### config.mk
export PLATFORM = sky130hd
export DESIGN_NAME = hpio_port
export DESIGN_NICKNAME = d
export VERILOG_FILES = /design/src/rtl/hpio_pkg.sv /design/src/rtl/hpio_sync.sv /design/src/rtl/hpio_buffers.sv /design/src/rtl/hpio_hostside.sv /design/src/rtl/hpio_port.sv
export SDC_FILE = /design/constraint.sdc
export NUM_CORES = 1
export LEC_CHECK = 0
export BUFFER_PORTS_ARGS = -buffer_cell sky130_fd_sc_hd__clkbuf_2
export CORE_MARGIN = 2
export CORE_UTILIZATION = 35
export DETAILED_ROUTE_END_ITERATION = 16
export GPL_ROUTABILITY_DRIVEN = 0
export PLACE_DENSITY = 0.63
export RECOVER_POWER = 100
export SLEW_MARGIN = 20
export SYNTH_ARGS = -nofsm -noshare
export SYNTH_HDL_FRONTEND = slang
export SYNTH_HIERARCHICAL = 1
export SYNTH_SLANG_ARGS = --single-unit
### constraint.sdc
create_clock -name clk -period 2.7 [get_ports clk]
set_input_delay 0.54 -clock clk [delete_from_list [all_inputs] [get_ports clk]]
set_output_delay 0.54 -clock clk [all_outputs]
set_load 0.005 [all_outputs]
### src/rtl/hpio_pkg.sv
// Package: shared constants for the host parallel port.
// Assumes the data path is at least three bits wide, so the status byte fits.
package hpio_pkg;
    localparam int STAT_OUT_EMPTY = 0;
    localparam int STAT_IN_FULL   = 1;
    localparam int STAT_IN_ACTIVE = 2;
    localparam int STAT_USED      = 3;

    typedef enum logic {
        MODE_PASSIVE = 1'b0,
        MODE_ACTIVE  = 1'b1
    } hpio_mode_e;
endpackage

### src/rtl/hpio_sync.sv
// Module: hpio_sync
// Two-stage synchronizer for a vector of asynchronous host lines.
// Assumes each line stays stable for at least two clocks around every change.
module hpio_sync #(
    parameter int          WIDTH     = 3,
    parameter logic [WIDTH-1:0] RST_VAL = '0
) (
    input  logic             clk,
    input  logic             rst_n,
    input  logic [WIDTH-1:0] async_i,
    output logic [WIDTH-1:0] sync_o
);
    logic [WIDTH-1:0] stage1;
    logic [WIDTH-1:0] stage2;

    // Two-flop resynchronization of each line.
    genvar gi;
    generate
        for (gi = 0; gi < WIDTH; gi++) begin : g_line
            always_ff @(posedge clk) begin
                if (!rst_n) begin
                    stage1[gi] <= RST_VAL[gi];
                    stage2[gi] <= RST_VAL[gi];
                end else begin
                    stage1[gi] <= async_i[gi];
                    stage2[gi] <= stage1[gi];
                end
            end
        end
    endgenerate

    assign sync_o = stage2;
endmodule

### src/rtl/hpio_buffers.sv
// Module: hpio_buffers
// Holds the inbound and outbound bytes and their raw occupancy flags.
// Assumes event inputs are single-cycle pulses in the clock domain. When a set
// and a clear of the same flag coincide, the new data and the set win.
module hpio_buffers #(
    parameter int DATA_W = 8
) (
    input  logic              clk,
    input  logic              rst_n,
    input  logic              host_wr_evt,
    input  logic [DATA_W-1:0] host_din,
    input  logic              host_drain_evt,
    input  logic              cpu_in_rd,
    input  logic              cpu_out_wr,
    input  logic [DATA_W-1:0] cpu_out_data,
    output logic [DATA_W-1:0] in_buf,
    output logic              in_full,
    output logic [DATA_W-1:0] out_buf,
    output logic              out_empty
);
    // Inbound register: host fills, processor drains.
    always_ff @(posedge clk) begin
        if (!rst_n) begin
            in_buf  <= '0;
            in_full <= 1'b0;
        end else if (host_wr_evt) begin
            in_buf  <= host_din;
            in_full <= 1'b1;
        end else if (cpu_in_rd) begin
            in_full <= 1'b0;
        end
    end

    // Outbound register: processor fills, host drains.
    always_ff @(posedge clk) begin
        if (!rst_n) begin
            out_buf   <= '0;
            out_empty <= 1'b1;
        end else if (cpu_out_wr) begin
            out_buf   <= cpu_out_data;
            out_empty <= 1'b0;
        end else if (host_drain_evt) begin
            out_empty <= 1'b1;
        end
    end
endmodule

### src/rtl/hpio_hostside.sv
// Module: hpio_hostside
// Gates the flags by mode, builds the status byte, steers host reads and
// drives the channel-select pin. Assumes rd_start is a single-cycle pulse.
module hpio_hostside
    import hpio_pkg::*;
#(
    parameter int DATA_W = 8
) (
    input  logic              clk,
    input  logic              rst_n,
    input  logic              rd_start,
    input  logic              sel1_sync,
    input  logic              in_mode_active,
    input  logic              out_mode_active,
    input  logic              in_full,
    input  logic              out_empty,
    input  logic [DATA_W-1:0] out_buf,
    input  logic              cpu_chan,
    output logic              in_full_pin,
    output logic              out_empty_pin,
    output logic [DATA_W-1:0] host_dout,
    output logic              drain_evt,
    output logic              poll_evt,
    output logic              sel0_out,
    output logic              sel0_oe
);
    localparam int RSV_W = DATA_W - STAT_USED;

    hpio_mode_e in_mode;
    hpio_mode_e out_mode;
    logic [DATA_W-1:0] status_byte;

    // Decode the per-direction mode inputs.
    always_comb begin
        in_mode  = hpio_mode_e'(in_mode_active);
        out_mode = hpio_mode_e'(out_mode_active);
    end

    // Flag pins work only while their own direction is passive.
    always_comb begin
        in_full_pin   = (in_mode == MODE_PASSIVE) && in_full;
        out_empty_pin = (out_mode == MODE_PASSIVE) && out_empty;
    end

    // Status byte, built from the same gated values the pins carry.
    always_comb begin
        status_byte                 = {{RSV_W{1'b0}}, 3'b000};
        status_byte[STAT_IN_ACTIVE] = (in_mode == MODE_ACTIVE);
        status_byte[STAT_IN_FULL]   = in_full_pin;
        status_byte[STAT_OUT_EMPTY] = out_empty_pin;
    end

    // Classify a read start as a status poll or a data drain.
    always_comb begin
        poll_evt  = rd_start && sel1_sync && (out_mode == MODE_PASSIVE);
        drain_evt = rd_start && !poll_evt;
    end

    // Hold the byte returned by the latest host read.
    always_ff @(posedge clk) begin
        if (!rst_n) begin
            host_dout <= '0;
        end else if (poll_evt) begin
            host_dout <= status_byte;
        end else if (drain_evt) begin
            host_dout <= out_buf;
        end
    end

    // Channel-select pin turns into an output while either direction is active.
    always_comb begin
        sel0_oe  = (in_mode == MODE_ACTIVE) || (out_mode == MODE_ACTIVE);
        sel0_out = sel0_oe && cpu_chan;
    end
endmodule

### src/rtl/hpio_port.sv
// Module: hpio_port (top)
// Host parallel port: synchronizes the host strobes, detects their edges and
// ties the holding registers to the host-side logic. Assumes host_din and
// host_sel1 are steady while their strobe is low.
module hpio_port #(
    parameter int DATA_W = 8
) (
    input  logic              clk,
    input  logic              rst_n,
    input  logic [DATA_W-1:0] host_din,
    input  logic              host_wr_n,
    input  logic              host_rd_n,
    input  logic              host_sel1,
    output logic [DATA_W-1:0] host_dout,
    output logic              in_full_pin,
    output logic              out_empty_pin,
    output logic              sel0_out,
    output logic              sel0_oe,
    input  logic              in_mode_active,
    input  logic              out_mode_active,
    input  logic              cpu_chan,
    output logic [DATA_W-1:0] cpu_in_data,
    input  logic              cpu_in_rd,
    input  logic [DATA_W-1:0] cpu_out_data,
    input  logic              cpu_out_wr
);
    localparam int NSYNC = 3;
    localparam int IX_WR = 0;
    localparam int IX_RD = 1;
    localparam int IX_S1 = 2;

    logic [NSYNC-1:0] raw_lines;
    logic [NSYNC-1:0] sync_lines;
    logic             wr_prev;
    logic             rd_prev;
    logic             wr_evt;
    logic             rd_start;
    logic             drain_evt;
    logic             poll_evt;
    logic             in_full;
    logic             out_empty;
    logic [DATA_W-1:0] in_buf;
    logic [DATA_W-1:0] out_buf;

    // Collect the asynchronous host lines.
    always_comb begin
        raw_lines        = '0;
        raw_lines[IX_WR] = host_wr_n;
        raw_lines[IX_RD] = host_rd_n;
        raw_lines[IX_S1] = host_sel1;
    end

    hpio_sync #(
        .WIDTH   (NSYNC),
        .RST_VAL (3'b011)
    ) u_sync (
        .clk     (clk),
        .rst_n   (rst_n),
        .async_i (raw_lines),
        .sync_o  (sync_lines)
    );

    // Remember the previous synchronized strobe levels for edge detection.
    always_ff @(posedge clk) begin
        if (!rst_n) begin
            wr_prev <= 1'b1;
            rd_prev <= 1'b1;
        end else begin
            wr_prev <= sync_lines[IX_WR];
            rd_prev <= sync_lines[IX_RD];
        end
    end

    // Write acts at the end of its strobe, read at the start of its strobe.
    always_comb begin
        wr_evt   = !wr_prev && sync_lines[IX_WR];
        rd_start = rd_prev && !sync_lines[IX_RD];
    end

    hpio_buffers #(
        .DATA_W (DATA_W)
    ) u_bufs (
        .clk            (clk),
        .rst_n          (rst_n),
        .host_wr_evt    (wr_evt),
        .host_din       (host_din),
        .host_drain_evt (drain_evt),
        .cpu_in_rd      (cpu_in_rd),
        .cpu_out_wr     (cpu_out_wr),
        .cpu_out_data   (cpu_out_data),
        .in_buf         (in_buf),
        .in_full        (in_full),
        .out_buf        (out_buf),
        .out_empty      (out_empty)
    );

    hpio_hostside #(
        .DATA_W (DATA_W)
    ) u_host (
        .clk             (clk),
        .rst_n           (rst_n),
        .rd_start        (rd_start),
        .sel1_sync       (sync_lines[IX_S1]),
        .in_mode_active  (in_mode_active),
        .out_mode_active (out_mode_active),
        .in_full         (in_full),
        .out_empty       (out_empty),
        .out_buf         (out_buf),
        .cpu_chan        (cpu_chan),
        .in_full_pin     (in_full_pin),
        .out_empty_pin   (out_empty_pin),
        .host_dout       (host_dout),
        .drain_evt       (drain_evt),
        .poll_evt        (poll_evt),
        .sel0_out        (sel0_out),
        .sel0_oe         (sel0_oe)
    );

    assign cpu_in_data = in_buf;
endmodule

==> flow_summary_export.csv, run 1 <==
group,metric,value,unit
status,status,"completed",
finish,multiInputGateArea,539,um2
finish,drive_gt1_share,31.3,%
finish,stdcell_count,206,
finish,fillers,353,
cts,ctsRootBufferMaster,"clkbuf_4",
grt,antenna_found_initial,0,
synthesis,syn_inst,111,
pwr,p_total,856,uW
setup_path,worstSetupEndpointType,"primary output",
finish,area_delta_synth_final,22.3,%
route,drt-wirelength-per-cell,11.5,um
pwr,p_seq_share,61.9,%
route,wl,2370,um
floorplan,die_area,0.00411,mm2
grt,grt_overflow_total,0,
sta,worstMarginPinSlew,1070,ps
finish,ff_latch_area,681,um2
route,drtIter0Drc,20,
placed_design,portBuffers,45,
setup_path,worstPathRequired,2160,ps
min_path,hold_class,"input port to flip-flop",
floorplan,io_pins,46,
synthesis,syn_nets,137,
floorplan,rows,21,
placed_design,dp_hpwl,1770,um
sta,setup_ws,953,ps
finish,nNetsFinal,186,
synthesis,syn_area_per_cell,11.4,um2
setup_path,start_kind,"input port",
grt,grt_pass1_vias,902,
cts,cts_repair_resize_count,0,
sta,fin_skew,4.79,ps
setup_path,crit_path_max_incr_delay,300,ps
route,drt.antenna.violating_nets,0,
floorplan,core,0.00342,mm2
pwr,peakVddDrop,0.255,mV
synthesis,synthesis.area,0.00127,mm2
grt,grt_start_max_net_pins,31,
pwr,power_density,552,mW/mm2
sta,timing.fmax,572,MHz
pwr,p_clk_share,28.9,%
cts,postCtsSetupBuffers,0,
pwr,cellLeakagePower,0.000688,uW
setup_path,worst_ep_arrival_time,1210,ps
cts,tritoncts,"done",
grt,grt_pass1_wl,3910,um
pwr,switchingPower,193,uW
sta,tns,0,ps
cts,cts_inserted_buffers,5,
placed_design,dp_slack,943,ps
synthesis,yosysWarnings,6,
pwr,p_comb_share,9.2,%
placed_design,place_inst,199,
setup_path,crit_fanout,3,
setup_path,crit_chain,"clkbuf_2, or2_2, and2_0, clkbuf_2",
finish,layout_common_cells,"clkbuf_2 (40), dfxtp_1 (34), mux2i_1 (24)",
sta,maxSlewViolCount,0,
sta,fin_crit_sh,64.7,%
setup_path,cpMaxStageDelayCell,"or2_2",
sta,slew_headroom,28.8,%
sta,hold_viol,0,
cts,cts_max_level,2,
route,vias_per_cell,4.38,
finish,insertedDiodeCount,0,
cts,clk_transition_reported_paths,90,ps
pwr,p_int,663,uW
sta,rsz0062_at_grt,"no",
route,routed-via-count,902,
grt,gr-usage-all-layers,12.7,%
route,drt-pass1-iter-count,4,
floorplan,die_w,64.1,um
cts,insertion_delay,320,ps
sta,setup_viol,0,
run,drv_cap,0,
synthesis,ys_seq_area_share,53.8,%
route,route.detailed.drc,0,
setup_path,critPathBufInv,2,
sta,period_needed,1750,ps
pwr,switching_share,22.5,%
floorplan,initial_utilization,37.1,%
synthesis,ys_ff_latch,34,
cts,ctsLongestPathBuffers,2,
synthesis,synthDistinctLibCells,15,
cts,cts_hold_buf,0,
setup_path,path_class,"input port to primary output",
setup_path,critPathTopFamily,"simple AND/OR/NAND/NOR gates",
finish,final_common_cell,"clkbuf_2",
setup_path,crit_top_cell,"clkbuf_2",
cts,clock_sinks,34,
floorplan,dieHeight,64.1,um
## logic make-up (layout without fill, tap and decap cells)
kind of cell,after synthesis,in the layout,synth area share (%)
muxes,24,24,19.0
and+or+nand+nor,41,41,20.7
DFF,34,34,53.8
buffers and inverters,4,53,3.26
AOI/OAI and AO/OA,8,8,3.36
## metrics by stage
| step | utilization [%] | instance area [um2] | hold WS [ps] |
|---|---|---|---|
| 2_1_floorplan | - | 1270 | 386 |
| 3_3_place_gp | 44.4 | 1520 | 389 |
| 3_5_place_dp | 44.4 | 1520 | 393 |
| 4_1_cts | 45.7 | 1560 | 385 |
| 5_1_grt | 45.3 | 1550 | 393 |
| 6_report | 45.3 | 1550 | 395 |
## state kept, by name, indices dropped and copies added (netlist names)
signal            flops
u_sync/stage1         3
u_bufs/in_buf         8
u_sync/sync_o         3
wr_prev               1
u_host/host_dout      8
u_bufs/out_buf        8
rd_prev               1
u_bufs/out_empty      1
u_bufs/in_full        1
## final cells by class
cell class	count	area share, %
Tap cell	46	3.72
Timing Repair Buffer	46	14.6
Sequential cell	34	43.9
Multi-Input combinational cell	73	34.8
Clock buffer	7	2.91
## cells in the mapped netlist (all sizes together)
library cell / number / area, um2
mux2i: 24 / 240
or2: 1 / 6.26
and3b: 1 / 8.76
buf: 4 / 41.3
o21a: 1 / 7.51
o21ai: 4 / 20.0
nor2b: 20 / 125
nand2b: 8 / 65.1
a21oi: 3 / 15.0
and2b: 1 / 8.76
nor2: 6 / 22.5
dfxtp: 34 / 681
and2: 4 / 25.0
## layer usage
layer  GRT usage [%]  vias up  wire length [um]
met4            4.79        0                18
met3            6.51        2               169
met2            21.5       22              1160
met1            13.4      415              1020
met5               0        -                 0
li1                -      463                 -
## power by group through the flow
stage,clock network (uW),registers (uW),logic [uW]
after CTS,256,530,81.5
after global placement,0,540,79.1
after global routing,283,533,88.1
final,247,530,78.9
after detailed placement,0,542,81.5
after floorplan,0,540,46.8
## worst register-to-register path: cells and delay by family (launching register included)
family	cells	cell delay [ps]
and+or+nand+nor	2	820
DFF	1	330
muxes	1	280
## final timing paths
kind                                       start                to  slack (ps)  depth (start not counted)
worst max-delay path              in_mode_active          sel0_out         950                          4
worst min-delay path                   host_wr_n  u_sync/stage1[0]         390                          2
worst max register to register  u_sync/sync_o[0]  u_bufs/in_buf[3]        1180                          3
worst min register to register  u_sync/stage1[1]  u_sync/sync_o[1]         410                          1
No activity file was read; power rests on OpenSTA's default activity.
==> run 2: changes to the inputs <==
--- a/config.mk
+++ b/config.mk
@@ -10,7 +10,7 @@
 export CORE_UTILIZATION = 35
 export DETAILED_ROUTE_END_ITERATION = 16
 export GPL_ROUTABILITY_DRIVEN = 0
-export PLACE_DENSITY = 0.63
+export PLACE_DENSITY = 0.65
 export RECOVER_POWER = 100
 export SLEW_MARGIN = 20
 export SYNTH_ARGS = -nofsm -noshare
==> constraint.sdc (replaced) <==
create_clock -name clk -period 1.46 [get_ports clk]
set_input_delay 0.292 -clock clk [delete_from_list [all_inputs] [get_ports clk]]
set_output_delay 0.292 -clock clk [all_outputs]
set_load 0.005 [all_outputs]
==> run 2 against run 1 <==
  * Cell count rose by 0.97%
  * Via count is 0.11% higher
  * Utilization increased by 0.37 points
  * Largest power group unchanged
==> flow_summary_export.csv, run 2 (synthesis gave the netlist of run 1 again) <==
group,metric,value,unit
status,status,"completed",
setup_path,worstPathRequired,1170,ps
run,drv_cap,0,
route,drt.antenna.violating_nets,0,
cts,clock_sinks,34,
sta,worstMarginPinSlew,508,ps
setup_path,start_kind,"input port",
grt,grt_pass1_wl,4050,um
setup_path,worst_ep_arrival_time,970,ps
cts,ctsLongestPathBuffers,2,
pwr,cellLeakagePower,0.000690,uW
sta,maxSlewViolCount,0,
finish,drive_gt1_share,30.9,%
sta,fin_skew,8.58,ps
sta,timing.fmax,793,MHz
setup_path,crit_fanout,3,
placed_design,placed_area,0.00153,mm2
finish,nNetsFinal,188,
route,drt-pass1-iter-count,4,
floorplan,die_w,64.1,um
cts,cts_repair_resize_count,0,
floorplan,die_area,0.00411,mm2
setup_path,path_class,"input port to primary output",
cts,cts_max_level,2,
sta,setup_viol,0,
grt,grt_pass1_vias,862,
grt,grt_overflow_total,0,
finish,layout_common_cells,"clkbuf_2 (40), dfxtp_1 (34), mux2i_1 (24)",
sta,fin_crit_sh,86.4,%
sta,tns,0,ps
pwr,peakVddDrop,0.541,mV
finish,insertedDiodeCount,0,
route,vias_per_cell,4.34,
sta,whs,153,ps
pwr,p_int,1230,uW
floorplan,initial_utilization,37.1,%
route,drt-wirelength-per-cell,11.6,um
sta,rsz0062_at_grt,"no",
cts,ctsRootBufferMaster,"clkbuf_4",
floorplan,rows,21,
grt,grt_start_max_net_pins,31,
finish,final_common_cell,"clkbuf_2",
pwr,power_density,1010,mW/mm2
pwr,switching_share,22.3,%
sta,slew_headroom,66.2,%
route,wl,2420,um
cts,cts_inserted_buffers,5,
cts,cts_hold_buf,0,
pwr,p_seq_share,62.1,%
cts,tritoncts,"done",
floorplan,dieHeight,64.1,um
floorplan,io_pins,46,
cts,insertion_delay,320,ps
finish,area_delta_synth_final,23.3,%
placed_design,portBuffers,45,
route,routed-via-count,903,
pwr,p_clk_share,28.6,%
sta,hold_viol,0,
floorplan,core,0.00342,mm2
pwr,p_comb_share,9.3,%
sta,period_needed,1260,ps
finish,reg_top3,"u_bufs/in_buf (8), u_bufs/out_buf (8), u_host/host_dout (8)",
cts,clk_transition_reported_paths,90,ps
route,route.detailed.drc,0,
pwr,switchingPower,352,uW
grt,antenna_found_initial,0,
setup_path,worstSetupEndpointType,"primary output",
finish,final_util,45.7,%
route,drtIter0Drc,34,
min_path,hold_class,"input port to flip-flop",
grt,gr-usage-all-layers,13.0,%
finish,design_area,0.00156,mm2
cts,postCtsSetupBuffers,0,
run 2: cell types whose count changed in the layout (fill, tap and decap cells not counted), sizes merged:
cell	change
buf	-1
clkbuf	+3
run 2: area by class of cell:
cell class                 count  area, um2
multi-input combinational     73        544
fill                         344       1850
sequential                    34        681
clock buffer                   7       45.0
tap                           46       57.6
timing repair buffer          48        234
run 2: layer usage:
layer  wire length (um)  part of all wire, %  up-vias  global-route usage, %
met3                139                  5.8        5                   4.93
met4                 42                  1.7        0                   6.38
li1                   -                    -      466                      -
met5                  0                    0        -                      0
met1               1030                   43      410                   16.1
met2               1200                   50       22                   19.7
run 2: path summary, 6_finish.rpt:
| path | depth (start not counted) | slack [ps] | endpoint | startpoint |
|---|---|---|---|---|
| worst max-delay path | 4 | 200 | sel0_out | in_mode_active |
| worst min-delay path | 2 | 150 | u_sync/stage1[0] | host_wr_n |
| worst max register to register | 4 | 280 | u_host/host_dout[7] | rd_prev |
| worst min register to register | 1 | 410 | u_sync/sync_o[0] | u_sync/stage1[0] |
run 2: worst max-delay path, cell delays in order:
cell and delay [ps]:
clkbuf_2 100, or2_2 300, and2_0 170, clkbuf_2 110
run 2: per-stage QoR:
stage / worst slack (ps) / instances / power, uW
finish: 199 / 208 / 1580
global route: 65.0 / 208 / 1670
CTS: 176 / 208 / 1610
detailed placement: 199 / 201 / 1150
global placement: 217 / 201 / 1150
floorplan: 376 / 111 / 1080
run 2: power groups by stage:
stage | registers, uW | logic, uW | clock network (uW)
after global placement | 999 | 148 | 0
after global routing | 985 | 166 | 521
after floorplan | 998 | 86.5 | 0
after CTS | 980 | 153 | 473
final | 980 | 147 | 452
after detailed placement | 1000 | 153 | 0
==> run 3: changes to the inputs <==
--- a/config.mk
+++ b/config.mk
@@ -8,6 +8,7 @@
 export BUFFER_PORTS_ARGS = -buffer_cell sky130_fd_sc_hd__clkbuf_2
 export CORE_MARGIN = 2
 export CORE_UTILIZATION = 35
+export CTS_BUF_LIST = sky130_fd_sc_hd__clkbuf_4 sky130_fd_sc_hd__clkbuf_8
 export DETAILED_ROUTE_END_ITERATION = 16
 export GPL_ROUTABILITY_DRIVEN = 0
 export PLACE_DENSITY = 0.65
==> constraint.sdc (replaced) <==
create_clock -name clk -period 1.46 [get_ports clk]
set_input_delay 0.292 -clock clk [delete_from_list [all_inputs] [get_ports clk]]
set_output_delay 0.292 -clock clk [all_outputs]
set_load 0.02 [all_outputs]
==> run 3 against run 2 <==
  * Via count rose by 1.2%
  * Global-route usage fell by 0.11 points
  * Sequential share of layout area fell by 0.59 points
  * First-iteration DRC count shrank 44%
  * Critical path type is now flip-flop to primary output
==> flow_summary_export.csv, run 3 (synthesis gave the netlist of run 1 again) <==
group,metric,value,unit
status,status,"completed",
cts,ctsRootBufferMaster,"clkbuf_4",
pwr,p_int,1370,uW
finish,reg_top3,"u_bufs/in_buf (8), u_bufs/out_buf (8), u_host/host_dout (8)",
finish,stdcell_count,209,
floorplan,core,0.00342,mm2
cts,clock_sinks,34,
sta,tns,0,ps
setup_path,worstSetupEndpointType,"primary output",
cts,cts_max_level,2,
grt,grt_start_max_net_pins,31,
min_path,hold_class,"input port to flip-flop",
sta,setup_ws,143,ps
pwr,p_seq_share,55.4,%
setup_path,cpMaxStageDelayCell,"dfxtp_1",
cts,tritoncts,"done",
grt,grt_pass1_vias,907,
cts,cts_inserted_buffers,5,
setup_path,path_class,"flip-flop to primary output",
grt,grt_overflow_total,0,
min_path,min_path_cells,2,
setup_path,crit_path_max_incr_delay,330,ps
finish,final_common_cell,"dfxtp_1",
sta,setup_viol,0,
pwr,power_density,1120,mW/mm2
run,drv_cap,0,
sta,maxSlewViolCount,0,
floorplan,rows,21,
finish,final_util,46.3,%
setup_path,crit_chain,"nor2b_1, clkbuf_2",
cts,cts_hold_buf,0,
cts,clk_transition_reported_paths,100,ps
cts,ctsLongestPathBuffers,2,
sta,worstMarginPinSlew,1070,ps
grt,gr-usage-all-layers,12.9,%
finish,area_delta_synth_final,25.0,%
route,drt.antenna.violating_nets,0,
cts,postCtsSetupBuffers,0,
grt,grt.met2_usage,20.3,%
sta,fin_skew,6.10,ps
setup_path,worst_ep_arrival_time,1020,ps
floorplan,io_pins,46,
grt,grtUsageMet3,5.46,%
sta,period_needed,1320,ps
route,routed-via-count,914,
route,vias_per_cell,4.37,
grt,met1_usage,14.2,%
pwr,switching_share,22.3,%
grt,antenna_found_initial,0,
setup_path,cp_num_cells,2,
placed_design,dp_hpwl,1800,um
floorplan,dieHeight,64.1,um
setup_path,critPathTopFamily,"flip-flops",
floorplan,die_w,64.1,um
route,wl,2420,um
floorplan,initial_utilization,37.1,%
pwr,peakVddDrop,0.424,mV
pwr,p_clk_share,35.3,%
sta,rsz0062_at_grt,"no",
sta,hold_viol,0,
cts,insertion_delay,320,ps
placed_design,dp_slack,164,ps
sta,fin_crit_sh,90.2,%
sta,slew_headroom,28.5,%
floorplan,die_area,0.00411,mm2
placed_design,place_inst,201,
pwr,cellLeakagePower,0.000671,uW
setup_path,worstPathRequired,1170,ps
cts,cts_repair_resize_count,0,
sta,timing.fmax,760,MHz
setup_path,reg2reg_depth,4,
setup_path,critPathBufInv,1,
setup_path,start_kind,"flip-flop",
pwr,switchingPower,394,uW
finish,insertedDiodeCount,0,
route,drt-wirelength-per-cell,11.6,um
finish,drive_gt1_share,25.2,%
finish,nNetsFinal,188,
grt,grt_pass1_wl,3970,um
placed_design,portBuffers,45,
route,drtIter0Drc,19,
route,route.detailed.drc,0,
route,drt-pass1-iter-count,3,
setup_path,crit_fanout,2,
finish,fillers,352,
grt,top_usage_layer,"met2",
finish,layout_common_cells,"dfxtp_1 (34), clkbuf_2 (27), mux2i_1 (24)",
sta,whs,142,ps
pwr,p_comb_share,9.3,%
## run 3: cell types whose count changed in the layout (fill, tap and decap cells not counted)
cell / delta
clkbuf_8: +3
and2_1: +2
clkbuf_2: -13
buf_4: +1
and2_0: -2
clkbuf_1: +10
## run 3: final timing paths
path | start | end | slack, ps
worst max-delay path | u_bufs/in_full | in_full_pin | 140
worst min-delay path | host_wr_n | u_sync/stage1[0] | 140
worst max register to register | rd_prev | u_host/host_dout[5] | 240
worst min register to register | u_sync/stage1[0] | u_sync/sync_o[0] | 420
## run 3: routing by layer
metal	vias up	wire (um)
met2	20	1190
met5	-	0
met3	7	128
met4	0	57
met1	421	1050
li1	466	-
## run 3: through the flow
| step | power [uW] | instance area (um2) |
|---|---|---|
| after detailed placement | 1170 | 1530 |
| after global routing | 1860 | 1580 |
| after floorplan | 1100 | 1270 |
| after CTS | 1800 | 1610 |
| after global placement | 1170 | 1530 |
| final | 1770 | 1580 |
## run 3: worst reg2reg max path: stages, from the launching register on
cell and delay [ps]:
dfxtp_1 320, nor2b_1 250, clkbuf_2 270, mux2i_1 210, nor2_1 60
## run 3: area by class of cell
| cell class | instances | area [um2] | area share [%] |
|---|---|---|---|
| repair buffers | 48 | 221 | 14.0 |
| clock buffers | 8 | 78.8 | 4.98 |
| multi-input cells | 73 | 544 | 34.4 |
| flip-flops and latches | 34 | 681 | 43.0 |
| well taps | 46 | 57.6 | 3.64 |
## run 3: power groups by stage
stage	registers, uW	clock network [uW]	logic [uW]
2_1_floorplan	1010	0	93.0
3_3_place_gp	999	0	166
3_5_place_dp	1000	0	172
4_1_cts	980	650	172
5_1_grt	985	697	182
6_report	979	623	165
